## config.mk

```make
export PLATFORM = sky130hd
export DESIGN_NAME = pixel_serializer_tx
export DESIGN_NICKNAME = d
export VERILOG_FILES = /design/src/rtl/ptx_pkg.sv /design/src/rtl/ptx_capture.sv /design/src/rtl/ptx_slot.sv /design/src/rtl/ptx_lane.sv /design/src/rtl/pixel_serializer_tx.sv
export SDC_FILE = /design/constraint.sdc
export NUM_CORES = 1
export LEC_CHECK = 0
export BUFFER_PORTS_ARGS = -buffer_cell sky130_fd_sc_hd__buf_2
export CAP_MARGIN = 20
export CORE_MARGIN = 1
export CORE_UTILIZATION = 50
export CTS_BUF_LIST = sky130_fd_sc_hd__clkbuf_16
export DETAILED_ROUTE_END_ITERATION = 10
export PLACE_DENSITY = 0.69
export RECOVER_POWER = 100
export SLEW_MARGIN = 30
export SYNTH_ARGS = -nofsm -noshare
export SYNTH_HDL_FRONTEND = slang
export SYNTH_HIERARCHICAL = 1
export SYNTH_SLANG_ARGS = --single-unit
```

## constraint.sdc

```tcl
create_clock -name bclk_i -period 5.6 [get_ports bclk_i]
set_input_delay 1.4 -clock bclk_i [delete_from_list [all_inputs] [get_ports bclk_i]]
set_output_delay 1.4 -clock bclk_i [all_outputs]
set_load 0.02 [all_outputs]
```

## src/rtl/ptx_pkg.sv

```systemverilog
package ptx_pkg;
    localparam int DEF_LANES = 4;
    localparam int DEF_SLICE = 7;
    // clock-lane pattern, bit i is sent at slot position i
    localparam logic [DEF_SLICE-1:0] DEF_CLK_PAT = 7'b1100011;
endpackage

```

## src/rtl/ptx_capture.sv

```systemverilog
module ptx_capture #(
    parameter int WIDTH = 28
) (
    input  logic             bclk_i,
    input  logic             sd_n_i,
    input  logic             pix_i,
    input  logic             sel_i,
    input  logic [WIDTH-1:0] data_i,
    output logic [WIDTH-1:0] hold_o
);
    typedef struct packed {
        logic             pix;
        logic [WIDTH-1:0] hold;
    } cap_state_t;

    cap_state_t st_d, st_q;
    logic       rise_seen, fall_seen, take;

    always_comb begin
        st_d      = st_q;
        rise_seen = pix_i & ~st_q.pix;
        fall_seen = ~pix_i & st_q.pix;
        take      = sel_i ? rise_seen : fall_seen;
        st_d.pix  = pix_i;
        if (take) begin
            st_d.hold = data_i;
        end
    end

    always_ff @(posedge bclk_i or negedge sd_n_i) begin
        if (!sd_n_i) st_q <= '0;
        else         st_q <= st_d;
    end

    assign hold_o = st_q.hold;
endmodule

```

## src/rtl/ptx_slot.sv

```systemverilog
module ptx_slot #(
    parameter int SLICE = 7,
    localparam int SW = $clog2(SLICE)
) (
    input  logic          bclk_i,
    input  logic          sd_n_i,
    input  logic          sync_i,
    output logic [SW-1:0] slot_o,
    output logic          load_o
);
    logic [SW-1:0] slot_d, slot_q;

    always_comb begin
        if (sync_i || slot_q == SW'(SLICE - 1)) slot_d = '0;
        else                                    slot_d = slot_q + SW'(1);
        load_o = (slot_d == '0);
    end

    always_ff @(posedge bclk_i or negedge sd_n_i) begin
        if (!sd_n_i) slot_q <= '0;
        else         slot_q <= slot_d;
    end

    assign slot_o = slot_q;
endmodule

```

## src/rtl/ptx_lane.sv

```systemverilog
module ptx_lane #(
    parameter int SLICE = 7
) (
    input  logic             bclk_i,
    input  logic             sd_n_i,
    input  logic             load_i,
    input  logic [SLICE-1:0] slice_i,
    output logic [SLICE-1:0] sh_o,
    output logic             bit_o
);
    logic [SLICE-1:0] sh_d, sh_q;

    always_comb begin
        if (load_i) sh_d = slice_i;
        else        sh_d = {1'b0, sh_q[SLICE-1:1]};
    end

    always_ff @(posedge bclk_i or negedge sd_n_i) begin
        if (!sd_n_i) sh_q <= '0;
        else         sh_q <= sh_d;
    end

    assign sh_o  = sh_q;
    assign bit_o = sh_q[0];
endmodule

```

## src/rtl/pixel_serializer_tx.sv

```systemverilog
module pixel_serializer_tx
    import ptx_pkg::*;
#(
    parameter int               LANES   = DEF_LANES,
    parameter int               SLICE   = DEF_SLICE,
    parameter logic [SLICE-1:0] CLK_PAT = DEF_CLK_PAT,
    localparam int WORD = LANES * SLICE,
    localparam int SW   = $clog2(SLICE)
) (
    input  logic            bclk_i,
    input  logic            sd_n_i,
    input  logic            sync_i,
    input  logic            pix_i,
    input  logic            sel_i,
    input  logic [WORD-1:0] data_i,
    output logic [LANES-1:0] lane_o,
    output logic            clk_lane_o
);
    logic [WORD-1:0] hold_w;
    logic [WORD-1:0] sh_w;
    logic [SW-1:0]   slot_w;
    logic            load_w;

    ptx_capture #(.WIDTH(WORD)) u_cap (
        .bclk_i (bclk_i),
        .sd_n_i (sd_n_i),
        .pix_i  (pix_i),
        .sel_i  (sel_i),
        .data_i (data_i),
        .hold_o (hold_w)
    );

    ptx_slot #(.SLICE(SLICE)) u_slot (
        .bclk_i (bclk_i),
        .sd_n_i (sd_n_i),
        .sync_i (sync_i),
        .slot_o (slot_w),
        .load_o (load_w)
    );

    for (genvar g = 0; g < LANES; g++) begin : g_lane
        ptx_lane #(.SLICE(SLICE)) u_lane (
            .bclk_i  (bclk_i),
            .sd_n_i  (sd_n_i),
            .load_i  (load_w),
            .slice_i (hold_w[g*SLICE +: SLICE]),
            .sh_o    (sh_w[g*SLICE +: SLICE]),
            .bit_o   (lane_o[g])
        );
    end

    // framing lane: gated so it is silent at once when shutdown is asserted
    assign clk_lane_o = sd_n_i & CLK_PAT[slot_w];
endmodule

```

# After elaboration in Yosys (flattened, before gate mapping)
# Memories as Yosys holds them, arrays and structs flattened.
# Index checks and enable logic that the tools add are counted.
# totals
ff_bits,60
input_bits,33
memories,1
word_cells,25
mem_bits_ro,8
# classes
n_eq_ne,1
n_addsub,1
reduce_logical,2
bitwise_logic,5
order_cmp,1
n_mux,7
# memory_table
memory,depth,word_bits,read_ports,rd_ports_with_merged_regs,write_ports,line_no,text
(name not given),8,1,1,0,0,pixel_serializer_tx.sv:53,assign clk_lane_o = sd_n_i & CLK_PAT[slot_w];
# op_table
cell,n
$mux 7,4
$lt 3x4->1 const B,1
$add 3x1->3 const B,1
$and 1x1->1,3
$eq 3x3->1 const B,1
$logic_not 3->1,1
$mux 3,1
$mux 1,2
$not 1->1,2
$logic_or 1x1->1,1

# Depth between registers and ports, before layout
# logic_depth
ltp_word,5
ltp_mapped,6

# Modules after synthesis
# Netlist, hierarchy kept.
# modules_own_cells
mod,n_inst,seq_area_each_um2,cells_per_inst,area_per_inst_um2
ptx_capture,1,725.7,284,2461.1
ptx_lane,4,175.2,16,291.5
ptx_slot,1,75.1,15,170.2
pixel_serializer_tx,1,0.0,4,26.3

# Worst setup path before layout
# No wires, ideal clock.
# synth_timing
kind,in2out
startpoint,in sd_n_i
endpoint,out clk_lane_o
arrival_time_ns,1.751
required_ns,4.200
path_buffers,0
setup_slack_ns,2.449
cell_stages,2
path_cell_list,inv_1 -> a211oi_2
# synth_via
elab_chain_len,1
# synth_rtl
item,line_no,text
start: declaration,pixel_serializer_tx.sv:11,"input logic sd_n_i,"
$and 1x1->1,pixel_serializer_tx.sv:53,
end: declaration,pixel_serializer_tx.sv:17,output logic clk_lane_o
# Every way passes these cells.

# Final worst setup path
# layout_timing
startpoint,in pix_i
endpoint,reg u_cap.st_q (netlist bit u_cap/hold_o[23])
# layout_via
elab_chain_len,3
word_cells_on_any_way,4
cone_classes,mux: 1; bitwise: 3
# layout_rtl
item,line_no,text
start: declaration,pixel_serializer_tx.sv:13,"input logic pix_i,"
$not 1->1,ptx_capture.sv:22,fall_seen = ~pix_i & st_q.pix;
$and 1x1->1,ptx_capture.sv:22,
$mux 1 (*),ptx_capture.sv:23,take = sel_i ? rise_seen : fall_seen;
end signal: assignment,ptx_capture.sv:32,else st_q <= st_d;
end: declaration,ptx_capture.sv:16,"cap_state_t st_d, st_q;"
# Every way passes the cells marked *; elsewhere a longest branch is shown, timed or not.
# A chain may end at the register's enable or synchronous reset.

==> flow_summary.rst <==
.. list-table::
   :header-rows: 1

   * - Metric
     - Value
   * - Outcome
     - finished, violations left
   * - Violated checks
     - max-capacitance violations, max-slew violations
   * - Internal Pwr Total
     - 0.962 mW
   * - DRC violations left
     - 0
   * - Clock Sinks
     - 60
   * - Crit. path cell count
     - 4
   * - Instance count of the mapped netlist
     - 363
   * - Critical path arrival
     - 4.28 ns
   * - Chip width
     - 89.1 µm
   * - Average cell area after synthesis
     - 10.5 µm²
   * - Number of antenna violations at the first check in global routing
     - 0
   * - I/O Buffers
     - 37
   * - Type of the worst min-delay path
     - flip-flop to flip-flop
   * - Average routed wire per standard cell
     - 15.3 µm
   * - Static power due to leakage
     - 1.44 nW
   * - Level count of the clock H-tree
     - 3
   * - Post-layout util
     - 52.1%
   * - Synth Warn #
     - 6
   * - Post-Route Skew
     - 0.00732 ns
   * - Net Sw Frac
     - 26.3%
   * - Insertion delay of the later-clocked pin in the worst-skew pair
     - 0.33 ns
   * - Final #Nets
     - 388
   * - Post-CTS clock slew at the launch and capture registers of the worst setup and hold paths
     - 0.05 ns
   * - Min cycle time layout
     - 4.02 ns
   * - Initial detailed-routing violation count
     - 140
   * - Number of nets produced by synthesis
     - 398
   * - CP max stage cell
     - sky130_fd_sc_hd__clkbuf_1
   * - Remaining max-slew budget at the tightest pin
     - -55.8%
   * - Critical path type
     - input port to flip-flop
   * - Resize count post-CTS
     - 0
   * - Core box area
     - 0.00729 mm²
   * - Largest delay share family, worst path
     - buffers and inverters
   * - Required time at the endpoint of the critical path
     - 5.86 ns
   * - Global-route wire length before repair
     - 11.7 mm
   * - Gpl congestion
     - 0.678
   * - Power dissipated by switching net loads
     - 0.344 mW
   * - Remaining Overflow, GRT
     - 0
   * - RSZ-0062 raised after global routing
     - no
   * - Cell row count
     - 31
   * - First-pass DRT Iterations
     - 4
   * - HPWL after detailed placement
     - 3.94 mm
   * - Type of element capturing the critical path
     - flip-flop
   * - Final Hold Vio Count
     - 0
   * - Fraction of power consumed by sequential logic
     - 44.0%
   * - Initial core utilization
     - 52.0%
   * - Number of placed I/O pins
     - 38
   * - Sum of internal, switching and leakage power
     - 1.31 mW
   * - Crit-path max cell delay
     - 1.63 ns
   * - Max VDD drop
     - 205 µV
   * - Number of pins with negative max-slew slack in the final report
     - 59
   * - Vias per Instance
     - 5.62
   * - Highest achievable clock rate
     - 0.249 GHz
   * - Critical path endpoint
     - u_cap/hold_o[23]$_DFFE_PN0P_
   * - Global Route Usage Sum
     - 19.5%
   * - Post-Syn Area
     - 0.00379 mm²
   * - Floorplan die height
     - 89.1 µm
   * - Share of final-layout standard cells stronger than drive strength 1
     - 14.6%
   * - Diode count
     - 0
   * - Buffer type at the clock tree root
     - sky130_fd_sc_hd__clkbuf_16
   * - R2R cell count
     - 5
   * - Antenna viol nets, final
     - 0
   * - Power share of the clock group
     - 39.3%
   * - Reg2Reg Setup Slack
     - 3.11 ns
   * - Capturing point of the worst reg2reg path
     - g_lane[1].u_lane/sh_o[0]$_DFF_PN0_
   * - Area added between synthesis and finish
     - 0.0660%
   * - Number of buffers added to fix hold violations after cts
     - 0
   * - Power per standard cell area
     - 344 mW/mm²
   * - Final setup vio count
     - 0
   * - Number of buffers created by CTS
     - 9
   * - Critical path fanouts, max
     - 58
   * - Number of buffers inserted to repair setup after CTS
     - 0
   * - Via count of the first global-routing pass
     - 2411
   * - Maximum number of pins on one net before global-route repair
     - 86
   * - Commonest cells after routing, fill and taps aside
     - sky130_fd_sc_hd__dfrtp_1 (59), sky130_fd_sc_hd__nor2b_1 (57), sky130_fd_sc_hd__o21ai_1 (56)
   * - Critical path origin
     - pix_i
   * - Start of the worst register-to-register path
     - u_slot/slot_o[0]$_DFF_PN0_
   * - Final wirelength
     - 6.97 mm
   * - CP bufs+invs
     - 2
   * - Critical path startpoint category
     - input port
   * - Final total negative setup slack
     - 0 ns
   * - Full die area
     - 0.00794 mm²
   * - Tcrit/Tclk final
     - 71.8%
   * - Share of power burned in combinational logic
     - 16.7%
   * - Series of cell instances along the critical path
     - clkbuf_1, and2_1, buf_4, o311a_1
   * - Count of vias placed by the detailed router
     - 2561
   * - Maxcap violations
     - 1
   * - Actual transition at the worst max-transition pin
     - 2.34 ns
   * - Clock tree from TritonCTS
     - done
   * - Leading cell type in the layout, fill and taps excluded
     - sky130_fd_sc_hd__dfrtp_1
   * - Maximum number of buffers from clock root to sink
     - 2
## power groups by stage
| stage | clock network, mW | logic [mW] | registers (mW) |
|---|---|---|---|
| 6_report | 0.513 | 0.219 | 0.574 |
| 5_1_grt | 0.548 | 0.245 | 0.586 |
| 2_1_floorplan | 0 | 0.261 | 0.578 |
| 3_3_place_gp | 0 | 0.253 | 0.582 |
| 3_5_place_dp | 0 | 0.261 | 0.585 |
| 4_1_cts | 0.525 | 0.264 | 0.579 |
## registers in the layout, indices dropped and copies added (netlist names)
signal,cells
u_cap/hold_o,28
g_lane.u_lane/sh_o,28
u_cap/st_q,1
u_slot/slot_o,3
## layer usage
metal / wire (µm) / vias up / global-route usage [%]
met5: 0 / - / 0
met4: 110 / 0 / 9.09
met2: 3230 / 39 / 30.3
li1: - / 1252 / -
met1: 3430 / 1261 / 26.4
met3: 196 / 9 / 3.69
## how the worst min path moves through the flow
stage | from | endpoint | cells past startpoint
6_report | g_lane[3].u_lane/sh_o[5]$_DFF_PN0_ | g_lane[3].u_lane/sh_o[4]$_DFF_PN0_ | 1
3_3_place_gp | g_lane[2].u_lane/sh_o[2]$_DFF_PN0_ | g_lane[2].u_lane/sh_o[1]$_DFF_PN0_ | 1
5_1_grt | g_lane[2].u_lane/sh_o[3]$_DFF_PN0_ | g_lane[2].u_lane/sh_o[2]$_DFF_PN0_ | 1
4_1_cts | g_lane[2].u_lane/sh_o[3]$_DFF_PN0_ | g_lane[2].u_lane/sh_o[2]$_DFF_PN0_ | 1
2_1_floorplan | g_lane[0].u_lane/sh_o[1]$_DFF_PN0_ | g_lane[0].u_lane/sh_o[0]$_DFF_PN0_ | 1
3_5_place_dp | g_lane[2].u_lane/sh_o[4]$_DFF_PN0_ | g_lane[2].u_lane/sh_o[3]$_DFF_PN0_ | 1
## worst reg2reg max path, cell delays in order (launching register included)
cell and delay, ns:
sky130_fd_sc_hd__dfrtp_1 0.41, sky130_fd_sc_hd__inv_1 0.06, sky130_fd_sc_hd__ha_1 0.31, sky130_fd_sc_hd__and4bb_1 0.19
sky130_fd_sc_hd__or3_1 0.84, sky130_fd_sc_hd__mux2_1 0.55
## cell type report
type | instances | area (µm²)
Clock inverter | 6 | 50.0
Inverter | 2 | 7.51
Tap cell | 99 | 124
Fill cell | 721 | 3500
Clock buffer | 9 | 225
Sequential cell | 60 | 1500
Multi-Input combinational cell | 239 | 1680
Timing Repair Buffer | 41 | 205
## metrics by stage
stage / area [µm²] / hold slack [ns] / worst slack (ns) / instances
global placement: 3620 / 0.459 / 2.23 / 441
global route: 3800 / 0.458 / 1.29 / 456
floorplan: 3790 / 0.458 / 2.45 / 363
CTS: 3900 / 0.475 / 2.25 / 456
finish: 3800 / 0.447 / 1.58 / 456
detailed placement: 3620 / 0.463 / 2.24 / 441
Power figures use the tool's default switching activity.
